[config.mk]
export PLATFORM = sky130hd
export DESIGN_NAME = mode_ctrl
export DESIGN_NICKNAME = d
export VERILOG_FILES = /design/src/rtl/mc_pkg.sv /design/src/rtl/mc_arbiter.sv /design/src/rtl/mc_status.sv /design/src/rtl/mc_bank_map.sv /design/src/rtl/mode_ctrl.sv
export SDC_FILE = /design/constraint.sdc
export NUM_CORES = 1
export LEC_CHECK = 0
export ABC_AREA = 1
export ABC_CLOCK_PERIOD_IN_PS = 1360
export BUFFER_PORTS_ARGS = -buffer_cell sky130_fd_sc_hd__buf_2
export CORE_MARGIN = 5
export CORE_UTILIZATION = 40
export CTS_CLUSTER_DIAMETER = 200
export DETAILED_ROUTE_END_ITERATION = 6
export PLACE_DENSITY = 0.74
export SYNTH_ARGS = -nofsm -noshare
export SYNTH_HDL_FRONTEND = slang
export SYNTH_SLANG_ARGS = --single-unit
[constraint.sdc]
create_clock -name clk_i -period 1.36 [get_ports clk_i]
set_clock_uncertainty 0.15 [all_clocks]
set_input_delay 0.136 -clock clk_i [delete_from_list [all_inputs] [get_ports clk_i]]
set_output_delay 0.136 -clock clk_i [all_outputs]
set_load 0.02 [all_outputs]
[src/rtl/mc_pkg.sv]
package mc_pkg;
  localparam int MODE_W = 5;
  localparam int STAT_W = 8;
  localparam int VEC_W  = 3;
  localparam int BANK_W = 3;
  localparam int N_EV   = 7;
  localparam int IDX_W  = $clog2(N_EV);
  localparam int F_BIT  = 6;
  localparam int I_BIT  = 7;
  localparam int R_BIT  = 5;

  localparam logic [MODE_W-1:0] M_USR = 5'b10000;
  localparam logic [MODE_W-1:0] M_FIQ = 5'b10001;
  localparam logic [MODE_W-1:0] M_IRQ = 5'b10010;
  localparam logic [MODE_W-1:0] M_SVC = 5'b10011;
  localparam logic [MODE_W-1:0] M_ABT = 5'b10111;
  localparam logic [MODE_W-1:0] M_UND = 5'b11011;
  localparam logic [MODE_W-1:0] M_SYS = 5'b11111;

  // event index = priority rank, 0 highest
  localparam int EX_RST  = 0;
  localparam int EX_DABT = 1;
  localparam int EX_FIQ  = 2;
  localparam int EX_IRQ  = 3;
  localparam int EX_PABT = 4;
  localparam int EX_UND  = 5;
  localparam int EX_SWI  = 6;

  function automatic logic mode_legal(input logic [MODE_W-1:0] m);
    case (m)
      M_USR, M_FIQ, M_IRQ, M_SVC, M_ABT, M_UND, M_SYS: return 1'b1;
      default: return 1'b0;
    endcase
  endfunction

  function automatic logic [MODE_W-1:0] mode_of(input logic [IDX_W-1:0] x);
    case (int'(x))
      EX_RST, EX_SWI:   return M_SVC;
      EX_DABT, EX_PABT: return M_ABT;
      EX_FIQ:           return M_FIQ;
      EX_IRQ:           return M_IRQ;
      default:          return M_UND;
    endcase
  endfunction

  function automatic logic [VEC_W-1:0] vec_of(input logic [IDX_W-1:0] x);
    case (int'(x))
      EX_RST:  return 3'd0;
      EX_UND:  return 3'd1;
      EX_SWI:  return 3'd2;
      EX_PABT: return 3'd3;
      EX_DABT: return 3'd4;
      EX_IRQ:  return 3'd6;
      default: return 3'd7;
    endcase
  endfunction
endpackage

[src/rtl/mc_arbiter.sv]
module mc_arbiter
  import mc_pkg::*;
(
  input  logic             clk_i,
  input  logic             rst_ni,
  input  logic [N_EV-1:0]  req_i,
  input  logic             fdis_i,
  input  logic             idis_i,
  output logic             take_o,
  output logic [IDX_W-1:0] idx_o
);
  logic [N_EV-1:0] eff;

  always_comb begin
    eff = req_i;
    eff[EX_FIQ] = req_i[EX_FIQ] & ~fdis_i;
    eff[EX_IRQ] = req_i[EX_IRQ] & ~idis_i;
  end

  // scan low to high priority, last hit wins
  always_comb begin
    take_o = 1'b0;
    idx_o  = '0;
    for (int k = N_EV - 1; k >= 0; k--) begin
      if (eff[k]) begin
        take_o = 1'b1;
        idx_o  = IDX_W'(k);
      end
    end
  end

  AST_RST_WINS: assert property (@(posedge clk_i) disable iff (!rst_ni)
    req_i[EX_RST] |-> (take_o && idx_o == IDX_W'(EX_RST)));
  AST_FIQ_MASKED: assert property (@(posedge clk_i) disable iff (!rst_ni)
    (take_o && idx_o == IDX_W'(EX_FIQ)) |-> !fdis_i);
  AST_IRQ_MASKED: assert property (@(posedge clk_i) disable iff (!rst_ni)
    (take_o && idx_o == IDX_W'(EX_IRQ)) |-> !idis_i);
endmodule

[src/rtl/mc_status.sv]
module mc_status
  import mc_pkg::*;
(
  input  logic              clk_i,
  input  logic              rst_ni,
  input  logic              take_i,
  input  logic [IDX_W-1:0]  idx_i,
  input  logic              wr_en_i,
  input  logic [STAT_W-1:0] wr_data_i,
  output logic [MODE_W-1:0] mode_o,
  output logic              fdis_o,
  output logic              idis_o,
  output logic              vv_o,
  output logic [VEC_W-1:0]  vec_o
);
  logic [MODE_W-1:0] mode_q, mode_n;
  logic              f_q, f_n, i_q, i_n, vv_q, vv_n;
  logic [VEC_W-1:0]  vec_q, vec_n;
  logic              wr_ok;

  assign wr_ok = wr_en_i && (mode_q != M_USR) && !wr_data_i[R_BIT]
                 && mode_legal(wr_data_i[MODE_W-1:0]);

  always_comb begin
    mode_n = mode_q;
    f_n    = f_q;
    i_n    = i_q;
    vv_n   = 1'b0;
    vec_n  = vec_q;
    if (take_i) begin
      mode_n = mode_of(idx_i);
      i_n    = 1'b1;
      if (idx_i == IDX_W'(EX_RST) || idx_i == IDX_W'(EX_FIQ)) f_n = 1'b1;
      vv_n   = 1'b1;
      vec_n  = vec_of(idx_i);
    end else if (wr_ok) begin
      mode_n = wr_data_i[MODE_W-1:0];
      f_n    = wr_data_i[F_BIT];
      i_n    = wr_data_i[I_BIT];
    end
  end

  always_ff @(posedge clk_i or negedge rst_ni) begin
    if (!rst_ni) begin
      mode_q <= M_SVC;
      f_q    <= 1'b1;
      i_q    <= 1'b1;
      vv_q   <= 1'b0;
      vec_q  <= '0;
    end else begin
      mode_q <= mode_n;
      f_q    <= f_n;
      i_q    <= i_n;
      vv_q   <= vv_n;
      vec_q  <= vec_n;
    end
  end

  assign mode_o = mode_q;
  assign fdis_o = f_q;
  assign idis_o = i_q;
  assign vv_o   = vv_q;
  assign vec_o  = vec_q;

  AST_LEGAL_MODE: assert property (@(posedge clk_i) disable iff (!rst_ni)
    mode_legal(mode_q));
  AST_NO_SYS_BY_EXC: assert property (@(posedge clk_i) disable iff (!rst_ni)
    take_i |=> (mode_q != M_SYS));
  AST_FIQ_SETS_BOTH: assert property (@(posedge clk_i) disable iff (!rst_ni)
    (take_i && idx_i == IDX_W'(EX_FIQ)) |=> (f_q && i_q && mode_q == M_FIQ));
  AST_EXC_MASKS_IRQ: assert property (@(posedge clk_i) disable iff (!rst_ni)
    take_i |=> (i_q && vv_q));
  AST_USER_WR_IGN: assert property (@(posedge clk_i) disable iff (!rst_ni)
    (!take_i && mode_q == M_USR) |=> ($stable(mode_q) && $stable(f_q) && $stable(i_q)));
endmodule

[src/rtl/mc_bank_map.sv]
module mc_bank_map
  import mc_pkg::*;
(
  input  logic [MODE_W-1:0] mode_i,
  output logic              priv_o,
  output logic [BANK_W-1:0] bank_o
);
  always_comb begin
    priv_o = 1'b1;
    case (mode_i)
      M_USR:   begin bank_o = BANK_W'(0); priv_o = 1'b0; end
      M_FIQ:   bank_o = BANK_W'(1);
      M_IRQ:   bank_o = BANK_W'(2);
      M_SVC:   bank_o = BANK_W'(3);
      M_ABT:   bank_o = BANK_W'(4);
      M_UND:   bank_o = BANK_W'(5);
      default: bank_o = BANK_W'(0);
    endcase
  end
endmodule

[src/rtl/mode_ctrl.sv]
module mode_ctrl
  import mc_pkg::*;
(
  input  logic              clk_i,
  input  logic              rst_ni,
  input  logic              rst_req_i,
  input  logic              fiq_i,
  input  logic              irq_i,
  input  logic              swi_i,
  input  logic              pabt_i,
  input  logic              dabt_i,
  input  logic              undef_i,
  input  logic              wr_en_i,
  input  logic [STAT_W-1:0] wr_data_i,
  output logic [STAT_W-1:0] status_o,
  output logic [MODE_W-1:0] mode_o,
  output logic              priv_o,
  output logic              vec_valid_o,
  output logic [VEC_W-1:0]  vec_o,
  output logic [BANK_W-1:0] bank_o
);
  logic [N_EV-1:0]  req;
  logic             take, fdis, idis;
  logic [IDX_W-1:0] idx;

  always_comb begin
    req          = '0;
    req[EX_RST]  = rst_req_i;
    req[EX_DABT] = dabt_i;
    req[EX_FIQ]  = fiq_i;
    req[EX_IRQ]  = irq_i;
    req[EX_PABT] = pabt_i;
    req[EX_UND]  = undef_i;
    req[EX_SWI]  = swi_i;
  end

  mc_arbiter u_arb (
    .clk_i (clk_i), .rst_ni (rst_ni), .req_i (req),
    .fdis_i(fdis), .idis_i (idis), .take_o (take), .idx_o (idx)
  );

  mc_status u_stat (
    .clk_i  (clk_i), .rst_ni (rst_ni), .take_i (take), .idx_i (idx),
    .wr_en_i(wr_en_i), .wr_data_i(wr_data_i), .mode_o (mode_o),
    .fdis_o (fdis), .idis_o (idis), .vv_o (vec_valid_o), .vec_o (vec_o)
  );

  mc_bank_map u_bank (.mode_i(mode_o), .priv_o(priv_o), .bank_o(bank_o));

  always_comb begin
    status_o = '0;
    status_o[MODE_W-1:0] = mode_o;
    status_o[F_BIT] = fdis;
    status_o[I_BIT] = idis;
  end

  AST_USER_BANK: assert property (@(posedge clk_i) disable iff (!rst_ni)
    !priv_o |-> (bank_o == '0 && mode_o == M_USR));
endmodule

==> results.md <==
- Max incr delay on CP: 0.55 ns
- P per Cell Area: 734 mW/mm^2
- Detail Route Antenna Nets: 0
- Drt pass-1 iters: 4
- Dpl hpwl: 1730 um
- Comb pwr share: 0.434
- Critical Path, Cell by Cell: inv_2 -> a2111oi_4 -> buf_4
- Final hold vios: 0
- Number of synthesized flops with an enable pin: 0
- Post-layout instance area: 0.00148 sq mm
- GR Util met2: 0.411
- Ys flop type: dfrtp_1
- Commonest non-fill, non-tap cells in the layout: buf_4 (28), buf_2 (25), nand2_1 (20)
- Seq pwr share: 0.350
- Busiest grt layer: met2
- Worst-path clk slew: 0.07 ns
- Starting Density: 0.431
- CTS tree: yes
- Final Non-Filler Cells: 195
- Status: finished with violations
- Post-synthesis net count: 119
- Root Driver: clkbuf_4
- TritonCTS buffer count: 3
- Max IR drop VDD: 625 uV
- Unique masters post-synth: 25
- Pin count of the biggest net entering global routing: 12
- Sw frac: 0.359
- Synthesized area per cell: 7.61 sq um
- Async set or reset register ratio after synthesis: 1.00
- Vias: 960
- Vias in the first global route: 978
- Chip height: 53.8 um
- # DRC: 0
- Final core occ: 0.828
- Hold WS: 0.0752 ns
- Internal power: 695 uW
- Via density: 4.92
- Post-synthesis sequential area ratio: 0.366
- Antenna cells: 0
- Cell leakage power: 0.000780 uW
- Most common library cell in the layout ignoring fill and taps: buf_4
- Final WS setup: -0.336 ns
- Failing checks: setup timing
- Worst setup path category: flip-flop to output port
- Core Area: 0.00178 sq mm
- Post-synthesis cell area: 768 sq um
- Total Power: 1080 uW
- Met3 usage: 0.0249
- Layout net count: 189
- H-tree Lvls: 1
- Clock network power share: 0.216
- GPL Wtd Cong: 0.763
- Final worst-path cycle share: 1.25
- # IOs: 39
- Cells after Synth: 101
- # fillers: 102
- WL final: 2880 um
- Die Area: 0.00290 sq mm
- YS warnings: 0
- Peak Freq: 590 MHz
- Wire per inst: 14.8 um
- Clock sinks: 11
- Tot GR Track Use: 0.208
- P&R area growth vs syn: 92.2%
- DRT iter0 DRCs: 6
- Worst Path Max Fanout: 2
- Max Cap Violations: 0
- I/O Buffers: 37
- Clk buf depth: 2
- Fin crit period: 1.70 ns
- First-pass GRT wire length: 4230 um
- Layout cell share with drive strength beyond 1: 0.676
- Rows: 15
- Final Max Tran Viols: 0
- Initial antenna violation count: 0
- Setup-failing EPs final: 18
- CP endpoint kind: output port
- DP Area: 0.00108 sq mm
- Critical Path AT: 1.41 ns
- Worst setup SP type: flip-flop
- Required @ worst endpoint: 1.07 ns
- Post-Place Cells: 171
- GRT Residual Overflow: 0
- GR met1 Demand/Resource: 0.194
- Clock latency at the later pin of the worst-skew pair: 0.27 ns
- RSZ-0062 raised after global routing: true
- Sequential cell area: 284 sq um
- CP max-delay cell: dfstp_2
- Die width: 53.8 um
- NetSw: 389 uW
- Synth Register Bits: 11
- Hold Path Class: input port to flip-flop
- Area of the multi-input gates: 515 sq um
kinds of logic after synthesis:
group / Yosys count / synth area share
AND/OR/NAND/NOR: 55 / 0.383
buffers and inverters: 22 / 0.150
AO/OA/AOI/OAI: 12 / 0.0961
other: 1 / 0.00488
flip-flops: 11 / 0.366
metal layers:
metal	vias to the layer above	share of wire
li1	459	-
met1	444	0.36
met2	43	0.52
met3	14	0.076
met4	0	0.049
met5	-	0
path summary, 6_finish.rpt:
kind                             startpoint          endpoint  slack (ns)  cells after the start
max                        u_stat.mode_o[0]         bank_o[0]       -0.34                      3
min                            wr_data_i[6]     u_stat.fdis_o        0.08                      4
max reg2reg                u_stat.mode_o[0]  u_stat.mode_o[3]       -0.24                      8
min reg2reg                 u_stat.vec_o[0]   u_stat.vec_o[0]        0.35                      2
max in group asynchronous            rst_ni  u_stat.mode_o[4]        0.67                      2
min in group asynchronous            rst_ni       u_stat.vv_o        0.12                      2
cell type report:
class                   count  area share
repair buffers             73       0.381
multi-input cells          68       0.349
flip-flops and latches     11       0.192
inverters                  14      0.0390
well taps                  25      0.0212
clock buffers               4      0.0178
metrics by stage:
| stage | worst slack [ns] | TNS, ns |
|---|---|---|
| after floorplan | -0.286 | -2.10 |
| after global placement | -0.166 | -1.15 |
| after detailed placement | -0.228 | -1.60 |
| after CTS | -0.288 | -2.63 |
| after global routing | -0.394 | -4.25 |
| final | -0.336 | -3.18 |
sequential cells by signal, summed over array words and instances, names as in the netlist:
| register | cells |
|---|---|
| u_stat.mode_o | 5 |
| u_stat.vec_o | 3 |
| u_stat.fdis_o | 1 |
| u_stat.idis_o | 1 |
| u_stat.vv_o | 1 |
critical path: cells and delay by family (launching register included):
kind            cells  cell delay [ns]
flops               1             0.55
compound gates      1             0.33
buf+inv             2             0.25
cells in the mapped netlist, types with 2 or more instances:
library cell  count  share of area
a21oi_1           2          0.013
dfrtp_1           6           0.20
dfstp_2           5           0.17
nor2_4            3          0.044
o211ai_1          4          0.039
nor2_1            4          0.020
inv_1            11          0.054
o21ai_0           4          0.026
inv_2             2         0.0098
nand2_2           3          0.024
nand2_1          29           0.14
nor2_2            2          0.016
buf_4             8          0.078
nand3_1           7          0.046
repair_timing:
action / CTS / global route
setup buffers: 7 / 7
resized for setup: 36 / 20
endpoints found under the setup margin: 18 / 21
hold buffers: 6 / 0
pin swaps: 16 / 9
hold endpoints to repair: 16 / 0
power groups by stage:
stage,clock network [uW],logic (uW),registers [uW]
after floorplan,0,168,407
after global placement,0,318,379
after detailed placement,0,328,381
after CTS,237,405,376
after global routing,251,506,382
final,234,470,379
No activity file was read; power rests on OpenSTA's default activity.
